[src/rtl/mpw_pkg.sv]
package mpw_pkg;
   typedef enum logic [1:0] {
      ST_IDLE = 2'd0,
      ST_HOLD = 2'd1,
      ST_PASS = 2'd2
   } mpw_state_e;
endpackage

[src/rtl/mpw_sync.sv]
module mpw_sync #(
   parameter int STAGES = 2
) (
   input  logic clk,
   input  logic rst_n,
   input  logic d,
   output logic q
);
   generate
      if (STAGES < 2) begin : g_bad_stages
         $error("mpw_sync: STAGES must be at least 2");
      end
   endgenerate

   logic [STAGES-1:0] chain_q;

   always_ff @(posedge clk or negedge rst_n) begin
      if (!rst_n) chain_q[0] <= 1'b0;
      else        chain_q[0] <= d;
   end

   generate
      for (genvar i = 1; i < STAGES; i++) begin : g_stage
         always_ff @(posedge clk or negedge rst_n) begin
            if (!rst_n) chain_q[i] <= 1'b0;
            else        chain_q[i] <= chain_q[i-1];
         end
      end
   endgenerate

   assign q = chain_q[STAGES-1];
endmodule

[src/rtl/mpw_edge.sv]
module mpw_edge (
   input  logic clk,
   input  logic rst_n,
   input  logic level,
   output logic rise
);
   logic prev_q;

   always_ff @(posedge clk or negedge rst_n) begin
      if (!rst_n) prev_q <= 1'b0;
      else        prev_q <= level;
   end

   assign rise = level & ~prev_q;

   // a rising edge cannot be reported on two cycles in a row
   assert_no_double_rise_R8: assert property (@(posedge clk) disable iff (!rst_n)
      rise |=> !rise);
endmodule

[src/rtl/mpw_timer.sv]
module mpw_timer #(
   parameter int W = 8
) (
   input  logic         clk,
   input  logic         rst_n,
   input  logic         load,
   input  logic [W-1:0] load_val,
   input  logic         dec,
   output logic         zero
);
   generate
      if (W < 1) begin : g_bad_w
         $error("mpw_timer: W must be at least 1");
      end
   endgenerate

   logic [W-1:0] rem_q;

   always_ff @(posedge clk or negedge rst_n) begin
      if (!rst_n)                      rem_q <= '0;
      else if (load)                   rem_q <= load_val;
      else if (dec && rem_q != '0)     rem_q <= rem_q - 1'b1;
   end

   assign zero = (rem_q == '0);

   // each decrement removes exactly one cycle from the remaining count
   assert_countdown_R5: assert property (@(posedge clk) disable iff (!rst_n)
      (!load && dec && !zero) |=> (rem_q == $past(rem_q) - 1'b1));

   // the count only changes on a load or a decrement
   assert_hold_count_R9: assert property (@(posedge clk) disable iff (!rst_n)
      (!load && !dec) |=> $stable(rem_q));
endmodule

[src/rtl/mpw_filter.sv]
module mpw_filter
   import mpw_pkg::*;
#(
   parameter int THR_W       = 8,
   parameter int SYNC_STAGES = 2
) (
   input  logic             clk,
   input  logic             rst_n,
   input  logic             pulse_in,
   input  logic [THR_W-1:0] min_width,
   output logic             pulse_out
);
   generate
      if (THR_W < 1) begin : g_bad_thr
         $error("mpw_filter: THR_W must be at least 1");
      end
      if (SYNC_STAGES < 2) begin : g_bad_sync
         $error("mpw_filter: SYNC_STAGES must be at least 2");
      end
   endgenerate

   logic       sync_lvl;
   logic       rise;
   logic       tmr_load;
   logic       tmr_dec;
   logic       tmr_zero;
   logic [THR_W-1:0] tmr_val;
   mpw_state_e state_q, state_n;
   logic       out_q;

   mpw_sync #(.STAGES(SYNC_STAGES)) i_sync (
      .clk  (clk),
      .rst_n(rst_n),
      .d    (pulse_in),
      .q    (sync_lvl)
   );

   mpw_edge i_edge (
      .clk  (clk),
      .rst_n(rst_n),
      .level(sync_lvl),
      .rise (rise)
   );

   mpw_timer #(.W(THR_W)) i_timer (
      .clk     (clk),
      .rst_n   (rst_n),
      .load    (tmr_load),
      .load_val(tmr_val),
      .dec     (tmr_dec),
      .zero    (tmr_zero)
   );

   assign tmr_val = min_width - 1'b1;

   always_comb begin
      state_n  = state_q;
      tmr_load = 1'b0;
      tmr_dec  = 1'b0;
      unique case (state_q)
         ST_IDLE: begin
            if (rise) begin
               if (min_width == '0) begin
                  state_n = ST_PASS;
               end else begin
                  state_n  = ST_HOLD;
                  tmr_load = 1'b1;
               end
            end
         end
         ST_HOLD: begin
            if (!sync_lvl)     state_n = ST_IDLE;
            else if (tmr_zero) state_n = ST_PASS;
            else               tmr_dec = 1'b1;
         end
         ST_PASS: begin
            if (!sync_lvl) state_n = ST_IDLE;
         end
         default: state_n = ST_IDLE;
      endcase
   end

   always_ff @(posedge clk or negedge rst_n) begin
      if (!rst_n) begin
         state_q <= ST_IDLE;
         out_q   <= 1'b0;
      end else begin
         state_q <= state_n;
         out_q   <= (state_n == ST_PASS);
      end
   end

   assign pulse_out = out_q;

   // the output can only rise after the synchronized input was high
   assert_rise_from_input_R1: assert property (@(posedge clk) disable iff (!rst_n)
      $rose(out_q) |-> $past(sync_lvl));

   // no output while the countdown runs
   assert_blocked_hold_R3: assert property (@(posedge clk) disable iff (!rst_n)
      (state_q == ST_HOLD) |-> !out_q);

   // a low synchronized input ends an active output on the next cycle
   assert_follow_fall_R4: assert property (@(posedge clk) disable iff (!rst_n)
      (out_q && !sync_lvl) |=> !out_q);

   // an input that drops during the countdown returns the block to idle
   assert_abort_idle_R6: assert property (@(posedge clk) disable iff (!rst_n)
      (state_q == ST_HOLD && !sync_lvl) |=> (state_q == ST_IDLE && !out_q));

   // a zero threshold passes a fresh edge straight through
   assert_zero_pass_R7: assert property (@(posedge clk) disable iff (!rst_n)
      (state_q == ST_IDLE && rise && min_width == '0) |=> out_q);
endmodule

[config.mk]
export PLATFORM = sky130hd
export DESIGN_NAME = mpw_filter
export DESIGN_NICKNAME = d
export VERILOG_FILES = /design/src/rtl/mpw_pkg.sv /design/src/rtl/mpw_sync.sv /design/src/rtl/mpw_edge.sv /design/src/rtl/mpw_timer.sv /design/src/rtl/mpw_filter.sv
export SDC_FILE = /design/constraint.sdc
export NUM_CORES = 1
export LEC_CHECK = 0
export CAP_MARGIN = 25
export CORE_MARGIN = 2
export CORE_UTILIZATION = 35
export CTS_BUF_LIST = sky130_fd_sc_hd__clkbuf_4
export DETAILED_ROUTE_END_ITERATION = 7
export SKIP_CTS_REPAIR_TIMING = 1
export SLEW_MARGIN = 20
export SYNTH_ARGS = -nofsm -noshare
export SYNTH_HDL_FRONTEND = slang
export SYNTH_SLANG_ARGS = --single-unit
[constraint.sdc]
create_clock -name clk -period 2.9 [get_ports clk]
set_input_delay 0.58 -clock clk [delete_from_list [all_inputs] [get_ports clk]]
set_output_delay 0.58 -clock clk [all_outputs]
set_load 0.03 [all_outputs]
==> Yosys cells after proc, flatten, opt, wreduce, memory -nomap -nowiden <==
Cells that the tools add are included.
{ "classes": {"add_sub_neg": 2, "eq_ne": 3, "n_mux": 14, "n_bitwise": 2, "reduce_logical": 6} }
{ "op_table": {"columns": ["operator", "n"], "rows": [
  ["logical NOT 8 bit", 2],
  ["2-to-1 mux 8 bit", 2],
  ["subtractor 8 x 1 -> 8 bit (second input constant)", 2],
  ["2-to-1 mux 2 bit", 5],
  ["nonzero test 8 bit", 1],
  ["2-to-1 mux 1 bit", 6],
  ["case mux 2 bit (3 select lines)", 1],
  ["equality test 2 bit (second input constant)", 2],
  ["equality test 2 x 1 -> 1 bit (second input constant)", 1],
  ["logical NOT 2 bit", 1],
  ["nonzero test 2 bit", 1],
  ["bitwise AND 1 bit", 1],
  ["logical AND 1 bit", 1],
  ["inverter 1 bit", 1]
]} }
{ "totals": {"reg_bits": 14, "output_inout_bits": 1, "word_cells": 33} }

==> Longest topological paths before layout <==
Gate-level depths: netlist (run 1).
{ "logic_depth": {"word_depth": 7, "depth_mapped": 10, "ltp_nobuf": 8} }

==> Modules after synthesis <==
A second synthesis (run 1) with hierarchy kept.
{ "hier_totals": {"hier_cells": 94, "hier_area_um2": 908.4} }
{ "modules_own_cells": {"columns": ["mod", "instances", "cells_per_inst", "area_per_inst_um2"], "rows": [
  ["mpw_timer", 1, 58, 528.0],
  ["mpw_filter", 1, 32, 291.5],
  ["mpw_sync", 1, 2, 50.0],
  ["mpw_edge", 1, 2, 38.8]
]} }

==> Least setup slack after synthesis (run 1) <==
No wires, ideal clock.
{ "synth_timing": {"kind": "register -> register", "from": "register state_q[1]", "to": "register i_timer.rem_q[6]", "setup_ns": 0.120, "arrival_ns": 2.448, "required_ns": 2.780, "slack_ns": 0.331, "path_stages_with_launch": 10, "period_less_slack_ns": 2.569, "path_cell_list": "dfrtp_1 > or4b_4 > a31oi_4 > buf_4 > mux2i_1 > ha_1 > clkbuf_1 > o21ai_0 > o22a_1 > o211a_1"} }
{ "synth_between": {"elab_chain_len": 4, "elab_cells_between_ends": 7, "classes_between": "1 x eq/ne; 3 x mux; 3 x reduce/logical"} }
{ "synth_rtl": {"columns": ["element", "line_no", "text"], "rows": [
  ["from (decl)", "mpw_filter.sv:28", "mpw_state_e state_q, state_n;"],
  ["from (signal assigned)", "mpw_filter.sv:88", "state_q <= state_n;"],
  ["equality test 2 x 1 -> 1 bit", "mpw_filter.sv:60", "unique case (state_q)"],
  ["2-to-1 mux 1 bit", "mpw_filter.sv:60", null],
  ["logical AND 1 bit", "mpw_timer.sv:22", "else if (dec && rem_q != '0) rem_q <= rem_q - 1'b1;"],
  ["nonzero test 2 bit (no line)", null, null],
  ["to (signal assigned)", "mpw_timer.sv:21", "else if (load) rem_q <= load_val;"],
  ["to (signal assigned)", "mpw_timer.sv:22", null],
  ["to (decl)", "mpw_timer.sv:17", "logic [W-1:0] rem_q;"]
]} }
Parallel ways exist; a longest one is shown, timed or not.
A chain may end at the register's enable or synchronous reset.

==> Worst setup path in the final report (run 1) <==
Ends and elaborated chain as after synthesis.

==> metrics, run 1 <==
syn nets roughly 110; post-synthesis cell count 97; CP Data Required Time approximately 3.1 ns; CP Class flip-flop to flip-flop; Hold Crit Class flip-flop to flip-flop; placed instance count 142; max-cap violation count 0; IO Pins 12; cell count of the worst reg-to-reg path 8; GRT Residual Overflow 0; CTS tree done; final setup skew about 0.0052 ns; Die Ht about 55 µm; Final Non-Filler Cells 146; CTS Sinks 14; top post-synthesis cells by count 14 x dfrtp_1, 10 x nor2_1, 9 x o21ai_0; total track usage between 10% and 20%; H-tree depth 1; worst setup path endpoint i_timer.rem_q[6]$_DFFE_PN0P_; fmax around 0.37 GHz; WL final ~2300 µm; CTS max path bufs 2; starting DRC count in detailed routing 33; total CTS buffers 3; RSZ-0062 raised after global routing no; Place WS -0.108 ns; synth top area cells dfrtp_1 39%, o21ai_0 5.0%, nor2_1 4.2%; yosys warns 0; total number of vias 860; vias per cell slightly below 6; PortBufs 11; post-synthesis async set-or-reset flop share between 90% and 100%; Rel. slew slack about half; leakage power 0.424 nW; WL per Instance 16.0 µm; share of cells above drive strength 1 between 10% and 20%; Setup WS post-layout between 0.15 and 0.2 ns; Clk pin slew, worst setup/hold paths 0.09 ns; top-area cell type share of the netlist area 38.9%; Netlist Area Pre-Place 901 µm²; outcome completed; starting density of the core approximately 37%; Setup Viol. Count Final 0; arrival time worst endpoint between 2 and 3 ns; maximum fanout along the worst path 8; first-pass GRT wire length ~3800 µm; worst IR drop on VDD about 0.34 mV; number of enable flip-flop cells after synthesis 0; Startpoint Class flip-flop; clock period minus worst slack 2.73 ns; flop-to-flop setup slack 0.17 ns; vias in the first global route around 810; reg2reg start state_q[1]$_DFF_PN0_; ANT nets after route 0; antenna violations before repair 0; syn_area_per_cell between 9 and 10 µm²; Fin. Hold Viols 0; library cells used by synthesis 37; die footprint about 3000 µm²; most common cell in the synthesized netlist dfrtp_1; area added between synthesis and finish 23.9%; Worst-Skew Late Latency between 0.2 and 0.3 ns; GPL Wtd Cong approximately 0.84; Power Density ~560 nW/µm²; Setup crit end kind flip-flop; Final #Nets between 100 and 150; transition time of the tightest slew-check pin about 0.73 ns; DRC viols 0; drt pass-1 iters 4; Tcrit/Tclk final 94.0%; die width between 50 and 60 µm; CP startpoint state_q[1]$_DFF_PN0_; final max-slew violation count 0; n_diodes 0; Seq/Total Area, Yosys roughly 39%; Top FF cell, synth dfrtp_1; num rows 18; area leader, netlist dfrtp_1; largest net degree at the start of global routing 15; worst r2r dst i_timer.rem_q[6]$_DFFE_PN0P_; Yosys reg bits 14; DPL Wire Length about 1700 µm; setup TNS 0 ns; CORE AREA 2450 µm²; clock root cell clkbuf_4
sequential cells by signal, summed over array words and instances, names as in the netlist:
name	count
i_edge.prev_q	1
state_q	2
i_sync.chain_q	1
pulse_out	1
i_timer.rem_q	8
i_sync.q	1
per-stage QoR:
step	total power [mW]	area (µm²)	utilization, %	hold WS [ns]
3_5_place_dp	0.498	1080	44.1	0.351
3_3_place_gp	0.491	1080	44.1	0.335
5_1_grt	0.665	1120	45.5	0.381
6_report	0.626	1120	45.5	0.369
4_1_cts	0.625	1110	45.2	0.373
2_1_floorplan	0.425	901	-	0.284
cells in the final DEF (no fill, tap or decap), types with 3 or more instances in the layout:
cell and instances:
dfrtp_1 14, o21ai_0 9, nor2_1 10, a21oi_1 4, clkbuf_4 3, buf_4 7, nor3_1 4, xor2_1 4
clkdlybuf4s50_1 11, nor3b_1 4, nand2_1 7, or3_1 3
logic make-up (layout without fill, tap and decap cells):
kind of cell | after synthesis | in the layout | synth area share, %
adders and majority gates | 1 | 1 | 1.39
buffers and inverters | 4 | 23 | 2.50
DFF | 14 | 14 | 38.9
xor gates and xnor gates | 4 | 4 | 3.89
AOI/OAI and AO/OA | 30 | 30 | 24.0
muxes | 3 | 3 | 3.47
and+or+nand+nor | 41 | 41 | 25.8
power by group:
group          switching, mW  internal (mW)  leakage, nW
combinational          0.109         0.0981        0.241
clock                 0.0725         0.0502       0.0154
sequential            0.0581          0.239        0.167
total                  0.239          0.387        0.424
per-layer routing:
metal	track usage (%)	part of all wire (%)
met5	0	0
met3	2.19	4.2
met4	8.33	1.8
met2	29.4	50
met1	22.6	44
worst min path at each step:
stage                                start                 endpoint  slack, ns  cells past startpoint
2_1_floorplan                        rst_n  i_edge.prev_q$_DFF_PN0_       0.28                      0
3_3_place_gp   i_sync.chain_q[0]$_DFF_PN0_       i_sync.q$_DFF_PN0_       0.33                      0
3_5_place_dp   i_sync.chain_q[0]$_DFF_PN0_       i_sync.q$_DFF_PN0_       0.35                      0
4_1_cts        i_sync.chain_q[0]$_DFF_PN0_       i_sync.q$_DFF_PN0_       0.37                      0
5_1_grt        i_sync.chain_q[0]$_DFF_PN0_       i_sync.q$_DFF_PN0_       0.38                      0
6_report       i_sync.chain_q[0]$_DFF_PN0_       i_sync.q$_DFF_PN0_       0.37                      0
critical path, cell delays in order, from the launching register on:
cell	delay (ns)
dfrtp_1	0.44
or4b_4	0.61
a31oi_4	0.25
mux2i_1	0.34
ha_2	0.34
o211ai_1	0.12
nor3b_1	0.26
o22a_1	0.18
o211a_1	0.13
cell type report:
| type | count | area, µm² |
|---|---|---|
| fill | 242 | 1340 |
| multi-input combinational | 79 | 536 |
| sequential | 14 | 350 |
| timing repair buffer | 18 | 163 |
| tap | 30 | 37.5 |
| clock buffer | 3 | 22.5 |
| clock inverter | 1 | 3.75 |
| inverter | 1 | 3.75 |
Note: power is estimated with default switching activity, not from simulation.
==> inputs of run 2 (changes only) <==
- SLEW_MARGIN: 20 -> not set
- SYNTH_HIERARCHICAL: not set -> 1
==> run 2 against run 1 <==
Against the previous run:
- area after synthesis is 0.83% higher
- die area is 0.77% higher
- critical path depth stayed put
- critical path type unchanged
- highest routed layer unchanged
==> metrics, run 2 <==
total number of vias between 700 and 800; flop-to-flop setup slack ~0.36 ns; GPL Wtd Cong slightly below 0.9; final max-slew violation count 0; yosys warns 6; area leader, netlist dfrtp_1; Die Ht 54.9 µm; clock root cell clkbuf_4; vias per cell approximately 5.6; fmax between 0.3 and 0.4 GHz; total CTS buffers 3; die width 54.9 µm; Fin. Hold Viols 0; worst IR drop on VDD between 0.3 and 0.4 mV; Finished Cell Area around 1100 µm²; DPL Wire Length ~1500 µm; Tcrit/Tclk final around 87%; Worst-Skew Late Latency between 0.2 and 0.3 ns; die footprint 3020 µm²; CTS Sinks 14; transition time of the tightest slew-check pin 0.722 ns; CP Class flip-flop to flip-flop; post-synthesis async set-or-reset flop share 100%; most common cell in the synthesized netlist dfrtp_1; CORE AREA between 2000 and 2500 µm²; commonest non-fill, non-tap cell in the layout dfrtp_1; library cells used by synthesis slightly above 40; DRC viols 0; WL final between 1500 and 2000 µm; number of enable flip-flop cells after synthesis 0; Top FF cell, synth dfrtp_1; area added between synthesis and finish 21.9%; Setup WS post-layout 0.364 ns; synth top area cells dfrtp_1 39%, ha_1 4.1%, xor2_1 3.9%; final setup skew ~0.004 ns; Final #Nets 127; ANT nets after route 0; largest net degree at the start of global routing 15; maximum fanout along the worst path 6; syn_area_per_cell a little under 10 µm²; n_diodes 0; Power Density between 500 and 600 nW/µm²; GRT Residual Overflow 0; IO Pins 12; drt pass-1 iters 4; Place WS 0.225 ns; Filler cells roughly 250; top-area cell type share of the netlist area about two fifths; Hold Crit Class flip-flop to flip-flop; antenna violations before repair 0; Yosys reg bits 14; Startpoint Class flip-flop; starting DRC count in detailed routing 21; post-synthesis cell count between 90 and 100; outcome completed; syn nets approximately 110; RSZ-0062 raised after global routing no; CP Data Required Time ~3 ns; Largest register FFs 8; num rows 18; total track usage between 10% and 20%; leakage power between 0.4 and 0.5 nW; largest registers i_timer/rem_q: 8 flops, state_q: 2 flops; starting density of the core 36.7%; Top reg by flops i_timer/rem_q; most frequent cells in the layout 14 x dfrtp_1, 11 x clkdlybuf4s50_1, 9 x nor2_1; first-pass GRT wire length ~3200 µm; arrival time worst endpoint 2.70 ns; Setup Viol. Count Final 0; share of cells above drive strength 1 between 10% and 20%; WL per Instance about 14 µm; Seq/Total Area, Yosys 38.6%; Setup crit end kind flip-flop; PortBufs 11; setup TNS 0 ns; Rel. slew slack between 50% and 60%; placed inst area between 1000 and 1500 µm²; H-tree depth 1; Clk pin slew, worst setup/hold paths roughly 0.08 ns; vias in the first global route ~740; max-cap violation count 0; top post-synthesis cells by count 14 x dfrtp_1, 9 x nor2_1, 7 x inv_1; Netlist Area Pre-Place just over 900 µm²; total power ~0.6 mW; CTS tree done; CTS max path bufs 2; clock period minus worst slack roughly 2.5 ns
==> run 2: changes by cell type after synthesis, moves of 3 or more <==
| cell | previous run | this run |
|---|---|---|
| inv_1 | 1 | 7 |
| o21ai_0 | 9 | 3 |
| or4_1 | 0 | 4 |
| nand2_1 | 7 | 4 |
==> run 2: area by class of cell <==
type                            count  area (µm²)  share of cell area, %
Multi-Input combinational cell     70         519                   46.9
Inverter                            8        30.0                   2.71
Timing Repair Buffer               16         148                   13.3
Sequential cell                    14         350                   31.6
Clock buffer                        3        22.5                   2.03
Tap cell                           30        37.5                   3.39
==> run 2: cells by family after synthesis <==
family | after synthesis | share of synthesized area (%)
AO/OA/AOI/OAI | 23 | 19.8
flip-flops | 14 | 38.6
buffers and inverters | 10 | 4.27
adder cells (fa/ha/maj) | 3 | 4.13
AND/OR/NAND/NOR | 39 | 28.4
XOR/XNOR | 5 | 4.82
==> run 2: worst paths after layout <==
check                                                   from                           end  depth (start not counted)
worst min-delay path             i_sync/chain_q[0]$_DFF_PN0_            i_sync/q$_DFF_PN0_                          0
min in group asynchronous                              rst_n           pulse_out$_DFF_PN0_                          1
worst max-delay path            i_timer/rem_q[0]$_DFFE_PN0P_  i_timer/rem_q[7]$_DFFE_PN0P_                          8
max in group asynchronous                              rst_n  i_timer/rem_q[0]$_DFFE_PN0P_                          1
worst max register to register  i_timer/rem_q[0]$_DFFE_PN0P_  i_timer/rem_q[7]$_DFFE_PN0P_                          8
worst min register to register   i_sync/chain_q[0]$_DFF_PN0_            i_sync/q$_DFF_PN0_                          0
==> run 2: power breakdown <==
part           leakage [nW]  internal [mW]  switching [mW]
combinational         0.271         0.0943          0.0964
clock                0.0138         0.0481          0.0585
sequential            0.170          0.234          0.0513
total                 0.456          0.377           0.206
==> run 2: per-layer routing <==
metal	vias to the layer above	part of all wire (%)	GRT usage, %
met1	378	48	19.3
met4	0	0.76	5.69
met3	2	4.3	5.65
met5	-	0	0
li1	392	-	-
met2	15	47	23.2
==> run 2: worst max-delay path: stages (launching register included) <==
cell and delay, ns:
dfrtp_1 0.40, inv_1 0.09, ha_1 0.24, or3b_2 0.23, nor2_1 0.07, nor4bb_1 0.32
or3b_1 0.48, o311a_1 0.33, a221o_1 0.26
==> run 2: through the flow <==
stage	utilization (%)	hold WS, ns	instances
floorplan	-	0.284	94
global placement	43.8	0.335	138
detailed placement	43.8	0.340	138
CTS	44.7	0.359	141
global route	44.7	0.373	141
finish	44.7	0.355	141
==> inputs of run 3 (changes only) <==
- ABC_AREA: not set -> 1
- CTS_CLUSTER_DIAMETER: not set -> 50
==> run 3 against run 2 <==
Against the previous run:
- global-route usage down 1.2 points
- fmax up 14%
- power up 43%
- core utilization down 1.6 points
- highest routed layer unchanged
- critical path depth up 3
- critical endpoint is now i_timer/rem_q[3]$_DFFE_PN0P_
- die area up 11%
- routed wire length down 0.76%
- worst hold slack better by 0.0011 ns
- register-to-register slack better by 0.78 ns
==> metrics, run 3 <==
GPL Wtd Cong 0.897; largest net degree at the start of global routing 15; PortBufs 11; delay of the slowest critical-path stage roughly 0.47 ns; starting DRC count in detailed routing 17; worst r2r dst i_timer/rem_q[3]$_DFFE_PN0P_; clock power share between 10% and 20%; Power Density between 700 and 800 nW/µm²; Largest register FFs 8; Seq/Total Area, Yosys between 30 and 40%; drt pass-1 iters 4; area leader, netlist dfrtp_1; CTS Sinks 14; clock root cell clkbuf_4; CTS tree done; H-tree depth 1; Netlist Area Pre-Place 1020 µm²; antenna violations before repair 0; post-synthesis cell count ~150; CP startpoint min_width[0]; combinational power share a little under half; total CTS buffers 3; register share of total power 38.3%; RSZ-0062 raised after global routing no; most frequent cells in the layout 49 x nand2_1, 20 x inv_1, 17 x nand3_1; CP Class input pin to flip-flop; Layout Utilization a little over two fifths; CTS max path bufs 2; Tcrit/Tclk final between 70% and 80%; total number of vias 920; DRC viols 0; GRT Residual Overflow 0; die width around 58 µm; maximum fanout along the worst path 13; area added between synthesis and finish 16.9%; syn_area_per_cell roughly 7 µm²; total track usage between 10 and 15%; commonest non-fill, non-tap cell in the layout nand2_1; Yosys reg bits 14; Int Pwr 0.456 mW; final setup skew 0.00452 ns; vias in the first global route about 880; reg2reg start i_sync/q$_DFF_PN0_; IO Pins 12; share of cells above drive strength 1 11.7%; CORE AREA 2760 µm²; Final #Nets between 150 and 200; Clk pin slew, worst setup/hold paths 0.09 ns; synth top area cells dfrtp_1 34%, nand2_1 18%, nand3_1 8.4%; Setup Viol. Count Final 0; top post-synthesis cells by count 49 x nand2_1, 20 x inv_1, 17 x nand3_1; DPL Wire Length 1620 µm; num rows 19; max-cap violation count 0; clock period minus worst slack 2.22 ns; Hold Slack between 0.3 and 0.4 ns; worst-path cell chain clkdlybuf4s50_1, inv_1, ha_1, nand2_2, o21ai_2, inv_1, inv_1, nand2_4, clkinv_2, nand2_1, nand2_1; fmax about 0.45 GHz; delay-heaviest family, CP buffers and inverters; Hold Crit Class flip-flop to flip-flop; leakage power just over 0.6 nW; Setup crit end kind flip-flop; ANT nets after route 0; most common cell in the synthesized netlist nand2_1; top-area cell type share of the netlist area between 30 and 40%; Sw Pwr 0.377 mW; CP Data Required Time a little over 3 ns; Top reg by flops i_timer/rem_q; setup TNS 0 ns; worst setup path endpoint i_timer/rem_q[3]$_DFFE_PN0P_; WL final 1950 µm; Setup WS post-layout 0.678 ns; Buffers & Inverters on Critical Path 5; arrival time worst endpoint between 2 and 2.5 ns; final max-slew violation count 0; outcome completed; library cells used by synthesis 21; die footprint 3350 µm²; starting density of the core between 30% and 40%; cell count of the worst reg-to-reg path 10; Most common cell on crit path inv_1; first-pass GRT wire length between 3000 and 4000 µm; Rel. slew slack ~56%; Final Non-Filler Cells 194; transition time of the tightest slew-check pin about 0.65 ns; n_diodes 0; sw frac between 40% and 50%; Die Ht 57.9 µm; Place WS 0.369 ns; number of enable flip-flop cells after synthesis 0; cell count along the critical path 11; Startpoint Class input pin; placed instance count 190; WL per Instance 10.0 µm; Slowest-stage cell, CP clkdlybuf4s50_1; Fin. Hold Viols 0; Top FF cell, synth dfrtp_1; vias per cell between 4 and 5; yosys warns 6; Worst-Skew Late Latency around 0.28 ns; flop-to-flop setup slack around 1.1 ns; syn nets roughly 160; post-synthesis async set-or-reset flop share 100%; largest registers i_timer/rem_q: 8 flops, state_q: 2 flops; worst IR drop on VDD ~0.30 mV
-- run 3: worst min path at each step --
stage                           startpoint                      end  cells past startpoint
6_report       i_sync/chain_q[0]$_DFF_PN0_       i_sync/q$_DFF_PN0_                      0
5_1_grt        i_sync/chain_q[0]$_DFF_PN0_       i_sync/q$_DFF_PN0_                      0
4_1_cts        i_sync/chain_q[0]$_DFF_PN0_       i_sync/q$_DFF_PN0_                      0
3_5_place_dp   i_sync/chain_q[0]$_DFF_PN0_       i_sync/q$_DFF_PN0_                      0
3_3_place_gp   i_sync/chain_q[0]$_DFF_PN0_       i_sync/q$_DFF_PN0_                      0
2_1_floorplan                        rst_n  i_edge/prev_q$_DFF_PN0_                      0
-- run 3: metal layers --
| metal | GRT usage [%] | routed length [µm] | part of all wire [%] |
|---|---|---|---|
| met1 | 17.6 | 977 | 50 |
| met2 | 23.1 | 879 | 45 |
| met3 | 0.670 | 46 | 2.4 |
| met4 | 8.97 | 46 | 2.4 |
| met5 | 0 | 0 | 0 |
-- run 3: worst reg2reg max path, cell delays in order, from the launching register on --
cell,delay [ns]
dfrtp_1,0.42
inv_1,0.07
nor2_2,0.07
nor3b_2,0.21
o21ai_2,0.08
inv_1,0.25
inv_1,0.22
nand2_4,0.16
clkinv_2,0.08
nand2_1,0.05
nand2_1,0.05
-- run 3: metrics by stage --
stage	instance area (µm²)	power (mW)
6_report	1190	0.834
5_1_grt	1190	0.934
4_1_cts	1190	0.848
3_5_place_dp	1160	0.726
3_3_place_gp	1160	0.725
2_1_floorplan	1020	0.624
-- run 3: cell type report --
class                   instances  area [µm²]
clock buffers                   3        22.5
inverters                      22        85.1
flip-flops and latches         14         350
fillers                       298        1570
clock inverters                 1        3.75
well taps                      31        38.8
multi-input cells             112         578
repair buffers                 11         110
-- run 3: cells by family after synthesis --
family	synth area share (%)
simple gates	43.3
buf+inv	8.73
flops	34.4
compound gates	6.40
xor+xnor	3.44
fa+ha+maj	3.69
-- run 3: power groups by stage --
stage / Clock, mW / Sequential, mW / Combinational, mW
floorplan: 0 / 0.308 / 0.316
global placement: 0 / 0.325 / 0.399
detailed placement: 0 / 0.324 / 0.402
CTS: 0.123 / 0.320 / 0.405
global route: 0.132 / 0.332 / 0.471
finish: 0.114 / 0.319 / 0.400
